**src/rtl/dir_pkg.sv**
```systemverilog
// Shared encodings for the home directory controller.
// Assumes two-bit fields for request kind, block state and control command.
package dir_pkg;
    typedef enum logic [1:0] {
        ST_UNC = 2'd0,
        ST_SHR = 2'd1,
        ST_EXC = 2'd2
    } dstate_e;

    typedef enum logic [1:0] {
        RQ_READ  = 2'd0,
        RQ_WRITE = 2'd1,
        RQ_WBACK = 2'd2,
        RQ_NONE  = 2'd3
    } req_e;

    typedef enum logic [1:0] {
        CT_NONE     = 2'd0,
        CT_INV      = 2'd1,
        CT_FETCH    = 2'd2,
        CT_FETCHINV = 2'd3
    } ctl_e;
endpackage

```
**src/rtl/dir_entry_table.sv**
```systemverilog
// Directory storage: one state and one presence vector per block.
// One combinational read port and one synchronous write port.
// Reset clears every entry to Uncached with no sharers.
module dir_entry_table
    import dir_pkg::*;
#(
    parameter int NPROC = 4,
    parameter int NBLK  = 8,
    localparam int BW   = $clog2(NBLK)
) (
    input  logic             clk,
    input  logic             rst_n,
    input  logic [BW-1:0]    rd_blk,
    output dstate_e          rd_state,
    output logic [NPROC-1:0] rd_shr,
    input  logic             wr_en,
    input  logic [BW-1:0]    wr_blk,
    input  dstate_e          wr_state,
    input  logic [NPROC-1:0] wr_shr
);
    dstate_e          st_q  [NBLK];
    logic [NPROC-1:0] shr_q [NBLK];

    for (genvar g = 0; g < NBLK; g++) begin : g_entry
        // Hold or update entry g.
        always_ff @(posedge clk) begin
            if (!rst_n) begin
                st_q[g]  <= ST_UNC;
                shr_q[g] <= '0;
            end else if (wr_en && wr_blk == BW'(g)) begin
                st_q[g]  <= wr_state;
                shr_q[g] <= wr_shr;
            end
        end
    end

    assign rd_state = st_q[rd_blk];
    assign rd_shr   = shr_q[rd_blk];
endmodule

```
**src/rtl/dir_data_mem.sv**
```systemverilog
// Home memory words for the tracked blocks, one word per block.
// Combinational read, synchronous write, cleared to zero on reset.
module dir_data_mem #(
    parameter int NBLK = 8,
    parameter int DW   = 16,
    localparam int BW  = $clog2(NBLK)
) (
    input  logic          clk,
    input  logic          rst_n,
    input  logic [BW-1:0] rd_blk,
    output logic [DW-1:0] rd_data,
    input  logic          wr_en,
    input  logic [BW-1:0] wr_blk,
    input  logic [DW-1:0] wr_data
);
    logic [DW-1:0] mem_q [NBLK];

    for (genvar g = 0; g < NBLK; g++) begin : g_word
        // Hold or update word g.
        always_ff @(posedge clk) begin
            if (!rst_n)
                mem_q[g] <= '0;
            else if (wr_en && wr_blk == BW'(g))
                mem_q[g] <= wr_data;
        end
    end

    assign rd_data = mem_q[rd_blk];
endmodule

```
**src/rtl/dir_decide.sv**
```systemverilog
// Pure protocol decision: given a request and the current entry, gives the
// next entry, whether a fetch from the owner is needed, the invalidate mask
// and whether memory data is replied at once. Assumes callers never send a
// miss from the current owner of an Exclusive block.
module dir_decide
    import dir_pkg::*;
#(
    parameter int NPROC = 4,
    localparam int PW   = $clog2(NPROC)
) (
    input  logic [1:0]       req_type,
    input  logic [PW-1:0]    req_src,
    input  dstate_e          cur_state,
    input  logic [NPROC-1:0] cur_shr,
    output logic             upd,
    output dstate_e          nxt_state,
    output logic [NPROC-1:0] nxt_shr,
    output logic             need_fetch,
    output logic             fetch_inv,
    output logic             reply,
    output logic             mem_wr,
    output logic [NPROC-1:0] inv_mask
);
    logic [NPROC-1:0] req_bit;
    assign req_bit = NPROC'(1) << req_src;

    // Select the transition for the request kind and current state.
    always_comb begin
        upd        = 1'b0;
        nxt_state  = cur_state;
        nxt_shr    = cur_shr;
        need_fetch = 1'b0;
        fetch_inv  = 1'b0;
        reply      = 1'b0;
        mem_wr     = 1'b0;
        inv_mask   = '0;
        case (req_type)
            RQ_READ: begin
                upd       = 1'b1;
                nxt_state = ST_SHR;
                nxt_shr   = cur_shr | req_bit;
                if (cur_state == ST_EXC) need_fetch = 1'b1;
                else                     reply      = 1'b1;
            end
            RQ_WRITE: begin
                upd       = 1'b1;
                nxt_state = ST_EXC;
                nxt_shr   = req_bit;
                if (cur_state == ST_EXC) begin
                    need_fetch = 1'b1;
                    fetch_inv  = 1'b1;
                end else begin
                    reply = 1'b1;
                    if (cur_state == ST_SHR) inv_mask = cur_shr & ~req_bit;
                end
            end
            RQ_WBACK: begin
                if (cur_state == ST_EXC && cur_shr[req_src]) begin
                    upd       = 1'b1;
                    mem_wr    = 1'b1;
                    nxt_state = ST_UNC;
                    nxt_shr   = '0;
                end
            end
            default: ;
        endcase
    end
endmodule

```
**src/rtl/dir_home_ctrl.sv**
```systemverilog
// Home directory controller top. Takes one request at a time. Requests that
// need the owner's data send a fetch and park in a wait state, with ready low,
// until the fetch return arrives. All outgoing messages are registered and
// last one cycle.
module dir_home_ctrl
    import dir_pkg::*;
#(
    parameter int NPROC = 4,
    parameter int NBLK  = 8,
    parameter int DW    = 16,
    localparam int PW   = $clog2(NPROC),
    localparam int BW   = $clog2(NBLK)
) (
    input  logic             clk,
    input  logic             rst_n,
    input  logic             req_valid,
    input  logic [1:0]       req_type,
    input  logic [PW-1:0]    req_src,
    input  logic [BW-1:0]    req_blk,
    input  logic [DW-1:0]    req_data,
    output logic             req_ready,
    output logic             ctl_valid,
    output logic [1:0]       ctl_type,
    output logic [NPROC-1:0] ctl_mask,
    output logic [BW-1:0]    ctl_blk,
    output logic             rsp_valid,
    output logic [PW-1:0]    rsp_dst,
    output logic [BW-1:0]    rsp_blk,
    output logic [DW-1:0]    rsp_data,
    input  logic             fetch_valid,
    input  logic [DW-1:0]    fetch_data
);
    typedef enum logic {FS_IDLE, FS_WAIT} fsm_e;

    fsm_e             fsm_q;
    logic             accept, fetch_done;
    dstate_e          cur_state, dc_nstate, pend_state;
    logic [NPROC-1:0] cur_shr, dc_nshr, dc_inv, pend_shr;
    logic             dc_upd, dc_fetch, dc_finv, dc_reply, dc_memwr;
    logic [PW-1:0]    pend_src;
    logic [BW-1:0]    pend_blk;
    logic [DW-1:0]    mem_rd;
    logic             tbl_we, mem_we;
    logic [BW-1:0]    wr_blk;
    dstate_e          tbl_wstate;
    logic [NPROC-1:0] tbl_wshr;
    logic [DW-1:0]    mem_wdata;

    assign req_ready  = (fsm_q == FS_IDLE);
    assign accept     = req_valid && req_ready;
    assign fetch_done = (fsm_q == FS_WAIT) && fetch_valid;

    dir_entry_table #(.NPROC(NPROC), .NBLK(NBLK)) u_table (
        .clk(clk), .rst_n(rst_n),
        .rd_blk(req_blk), .rd_state(cur_state), .rd_shr(cur_shr),
        .wr_en(tbl_we), .wr_blk(wr_blk), .wr_state(tbl_wstate), .wr_shr(tbl_wshr)
    );

    dir_data_mem #(.NBLK(NBLK), .DW(DW)) u_mem (
        .clk(clk), .rst_n(rst_n),
        .rd_blk(req_blk), .rd_data(mem_rd),
        .wr_en(mem_we), .wr_blk(wr_blk), .wr_data(mem_wdata)
    );

    dir_decide #(.NPROC(NPROC)) u_decide (
        .req_type(req_type), .req_src(req_src),
        .cur_state(cur_state), .cur_shr(cur_shr),
        .upd(dc_upd), .nxt_state(dc_nstate), .nxt_shr(dc_nshr),
        .need_fetch(dc_fetch), .fetch_inv(dc_finv), .reply(dc_reply),
        .mem_wr(dc_memwr), .inv_mask(dc_inv)
    );

    // Steer the storage write ports: immediate update or fetch completion.
    always_comb begin
        wr_blk     = fetch_done ? pend_blk   : req_blk;
        tbl_wstate = fetch_done ? pend_state : dc_nstate;
        tbl_wshr   = fetch_done ? pend_shr   : dc_nshr;
        mem_wdata  = fetch_done ? fetch_data : req_data;
        tbl_we     = fetch_done || (accept && dc_upd && !dc_fetch);
        mem_we     = fetch_done || (accept && dc_memwr);
    end

    // Sequence the controller and register the outgoing messages.
    always_ff @(posedge clk) begin
        if (!rst_n) begin
            fsm_q      <= FS_IDLE;
            ctl_valid  <= 1'b0;
            ctl_type   <= CT_NONE;
            ctl_mask   <= '0;
            ctl_blk    <= '0;
            rsp_valid  <= 1'b0;
            rsp_dst    <= '0;
            rsp_blk    <= '0;
            rsp_data   <= '0;
            pend_src   <= '0;
            pend_blk   <= '0;
            pend_state <= ST_UNC;
            pend_shr   <= '0;
        end else begin
            ctl_valid <= 1'b0;
            rsp_valid <= 1'b0;
            if (accept) begin
                ctl_blk <= req_blk;
                rsp_blk <= req_blk;
                rsp_dst <= req_src;
                if (dc_fetch) begin
                    fsm_q      <= FS_WAIT;
                    ctl_valid  <= 1'b1;
                    ctl_type   <= dc_finv ? CT_FETCHINV : CT_FETCH;
                    ctl_mask   <= cur_shr;
                    pend_src   <= req_src;
                    pend_blk   <= req_blk;
                    pend_state <= dc_nstate;
                    pend_shr   <= dc_nshr;
                end else begin
                    rsp_valid <= dc_reply;
                    rsp_data  <= mem_rd;
                    ctl_valid <= |dc_inv;
                    ctl_type  <= CT_INV;
                    ctl_mask  <= dc_inv;
                end
            end else if (fetch_done) begin
                fsm_q     <= FS_IDLE;
                rsp_valid <= 1'b1;
                rsp_dst   <= pend_src;
                rsp_blk   <= pend_blk;
                rsp_data  <= fetch_data;
            end
        end
    end
endmodule

```
**config.mk**
```make
export PLATFORM = sky130hd
export DESIGN_NAME = dir_home_ctrl
export DESIGN_NICKNAME = d
export VERILOG_FILES = /design/src/rtl/dir_pkg.sv /design/src/rtl/dir_entry_table.sv /design/src/rtl/dir_data_mem.sv /design/src/rtl/dir_decide.sv /design/src/rtl/dir_home_ctrl.sv
export SDC_FILE = /design/constraint.sdc
export NUM_CORES = 1
export LEC_CHECK = 0
export BUFFER_PORTS_ARGS = -buffer_cell sky130_fd_sc_hd__clkbuf_2
export CAP_MARGIN = 20
export CORE_MARGIN = 2
export CORE_UTILIZATION = 44
export DETAILED_ROUTE_END_ITERATION = 16
export PLACE_DENSITY_LB_ADDON = 0.08
export SYNTH_ARGS = -nofsm -noshare
export SYNTH_HDL_FRONTEND = slang
export SYNTH_HIERARCHICAL = 1
export SYNTH_SLANG_ARGS = --single-unit
```
**constraint.sdc**
```tcl
create_clock -name clk -period 4.25 [get_ports clk]
set_input_delay 0.2125 -clock clk [delete_from_list [all_inputs] [get_ports clk]]
set_output_delay 0.2125 -clock clk [all_outputs]
set_load 0.02 [all_outputs]
```
==> results.cfg <==
[cts]
cts_buffer_depth = 3
postCtsSetupBuffers = 0
clkTransAtPathRegs_ps = 60
cts_tree = yes
htree_levels = 1
clock_sinks = 220
numCtsBuffers = 23
clk_latency_ps = 520
cts_root_buf = clkbuf_16

[worst_setup_path]
worstSetupPathType = flop to flop
required_ps = 4390
critPathLaunchType = flop
end_kind = flop
r2r_start = u_table/st_q[3][0]
cpPeakStageDelay_ps = 670
reg2regPathDepth = 8
ff2ff_setup_slack_ps = 900
r2r_end = u_table/shr_q[6][1]
crit_arrival_ps = 3480
slowest_stage = o21ai_0
cp_cell_sequence = mux4_1 > mux2_2 > nand2b_1 > nor3b_4 > nand2b_1 > a21o_1 > nand2_1 > o21ai_0
path_max_fanout = 6
worst_path_most_repeated_cell = nand2b_1

[synthesis]
netlist-cell-type-count = 43
synth-seq-cells = 220
synth_warnings = 6
synth_ff_type = edfxtp_1
synth-edff-count = 176
syn-instance-count = 855
synth.cell_area_um2 = 10500
ys_seq_area_frac = 0.588
synth.avg_cell_area_um2 = 12.3
synth_top_area_cell = edfxtp_1
synth.area.top_cells = edfxtp_1 50%, mux4_1 10%, nor3_1 8.6%
synth_top_area_frac = 0.504
synth_fp_nets = 898
async_reset_ff_frac = 0

[place]
gp_congestion = 0.855
portBuffers = 75
dpl_cell_area_um2 = 11100
dp_hpwl_mm = 17.6

[power_and_ir_drop]
power_density_nw_per_um2 = 415
power.share.clock = 0.397
p_int_w = 0.00378
p_switching_w = 0.00122
swShare = 0.243
p_leak_nw = 4.42
comb_power_share = 0.113
ir_worst_vdd_mv = 0.216
p_seq_frac = 0.489

[sta]
fin_crit_ps = 3350
worst_slew_pin_slew_ps = 801
fin_worst_skew_ps = 11.5
drv_slew = 0
timing.final.crit_share = 0.787
fmax_mhz = 299
rsz0062_at_grt = no
tns_ps = 0
max_slew_margin = 0.460
hold_viol_final = 0
setup_viol = 0

[floorplanning]
die_x_um = 158
rows = 56
dieArea_um2 = 25100
core_um2 = 23400
dieHeight_um = 158
initial_utilization = 0.448
num_io_pins = 76

[routing]
wirelength_mm = 27.1
vias = 7278
viasPerCell = 5.77
avgRoutedWirePerCell_um = 21.5
drc = 0
ant_nets = 0
firstDrtPassIters = 5
drtIter0Drc = 589

[grt]
grt_pass1_vias = 7031
antenna_found_initial = 0
grt_start_max_net_pins = 65
grtUsageTotal = 0.218
grt_pass1_wl_mm = 41.3
grt_overflow = 0

[finish]
diodes = 0
register_area_um2 = 6170
drive_gt1_frac = 0.193
synthToLayoutAreaGrowth_pct = 15.0
fill_cells = 2100
fin_area_um2 = 12100
multi_input_area_um2 = 3840
nets = 968

[worst_hold_path]
min_path_cells = 3
hold_path_end = rsp_data[13]
hold_start = fetch_data[13]
hp-class = input pin to flop

[run_status]
status = complete, no violations

[run]
maxCapViolations = 0
[cells by family (layout without fill, tap and decap cells)]
kind of cell | Yosys count | in the layout | share of synthesized area
buffers and inverters | 102 | 189 | 0.0458
AO/OA/AOI/OAI | 74 | 74 | 0.0523
multiplexers | 71 | 71 | 0.138
flip-flops | 220 | 220 | 0.588
AND/OR/NAND/NOR | 388 | 388 | 0.175
[timing repair]
item | in CTS | in global routing
resized for setup | 0 | 0
hold endpoints to repair | 15 | 0
hold buffers | 15 | 0
setup endpoints to repair | 0 | 0
[cells in the mapped netlist, types with 11 or more instances]
library cell,number
a21oi_1,21
clkbuf_1,50
clkinv_1,17
dfxtp_1,44
edfxtp_1,176
mux2_2,22
mux4_1,40
nand2_1,149
nand2b_1,11
nor3_1,181
nor4_1,12
o21ai_0,15
[power groups by stage]
| stage | logic, W | registers [W] | clock network (W) |
|---|---|---|---|
| 3_3_place_gp | 0.000545 | 0.00249 | 0 |
| 3_5_place_dp | 0.000551 | 0.00249 | 0 |
| 2_1_floorplan | 0.000339 | 0.00251 | 0 |
| 4_1_cts | 0.000565 | 0.00245 | 0.00203 |
| 6_report | 0.000567 | 0.00245 | 0.00199 |
| 5_1_grt | 0.000613 | 0.00245 | 0.00211 |
[metrics by stage]
step | instances | utilization | hold slack [ps] | power (W) | setup WS, ps
3_3_place_gp | 1203 | 0.476 | 443 | 0.00303 | 723
5_1_grt | 1261 | 0.515 | 27.6 | 0.00518 | 706
2_1_floorplan | 855 | - | 346 | 0.00285 | 633
4_1_cts | 1260 | 0.514 | 0.936 | 0.00504 | 939
6_report | 1261 | 0.515 | 12.1 | 0.00500 | 905
3_5_place_dp | 1203 | 0.476 | 451 | 0.00304 | 642
[state kept, by name (all words and copies together), names as in the netlist, 3 cells and up]
signal         count
rsp_data          16
pend_blk           3
u_mem/mem_q      128
u_table/st_q      16
ctl_blk            3
u_table/shr_q     32
rsp_blk            3
ctl_mask           4
pend_shr           4
[worst max path at each step]
stage | endpoint | slack [ps] | cells after the start | start
detailed placement | u_mem/mem_q[4][8] | 640 | 12 | req_blk[0]
finish | u_table/shr_q[6][1] | 900 | 8 | u_table/st_q[3][0]
global route | u_table/shr_q[2][2] | 710 | 8 | u_table/st_q[0][0]
global placement | u_mem/mem_q[6][3] | 720 | 12 | req_blk[0]
CTS | u_table/shr_q[6][1] | 940 | 8 | u_table/st_q[0][0]
floorplan | u_mem/mem_q[7][0] | 630 | 10 | req_blk[0]
[metal layers]
layer  wire length [um]  up-vias  GRT usage
li1                   -     3381          -
met1              12700     3594      0.326
met2              12100      267      0.339
met3               1860       36     0.0338
met4                453        0     0.0485
met5                  0        -          0
[layout by cell type, fill, tap and decap left out, types with 7 or more instances in the layout]
cell           netlist  final
o21ai_0             15      7
nor3_1             181    181
mux4_1              40     40
nand2_1            149    149
buf_4                3     30
dfxtp_1             44     44
inv_1                7      7
a311oi_1             7      7
dlygate4sd3_1        0     15
o21ai_1              0      8
nand2b_1            11     11
clkbuf_16            0     23
mux2_2              22     22
clkbuf_2             1     75
a21oi_1             21     21
nor2_1              10     10
edfxtp_1           176    176
a311oi_2             9      9
nor4_1              12     12
clkinv_1            17     25
[worst max-delay path: cells and delay by family (launching register included)]
kind / cells / cell delay [ps]
flops: 1 / 390
mux: 2 / 850
compound gates: 2 / 890
simple gates: 4 / 850
[cell type report]
cell class                      count  share of cell area
Inverter                           24             0.00747
Sequential cell                   220               0.511
Multi-Input combinational cell    533               0.319
Tap cell                          319              0.0331
Clock inverter                     16              0.0129
Clock buffer                       26              0.0487
Timing Repair Buffer              123              0.0679
No activity file was read; power rests on OpenSTA's default activity.
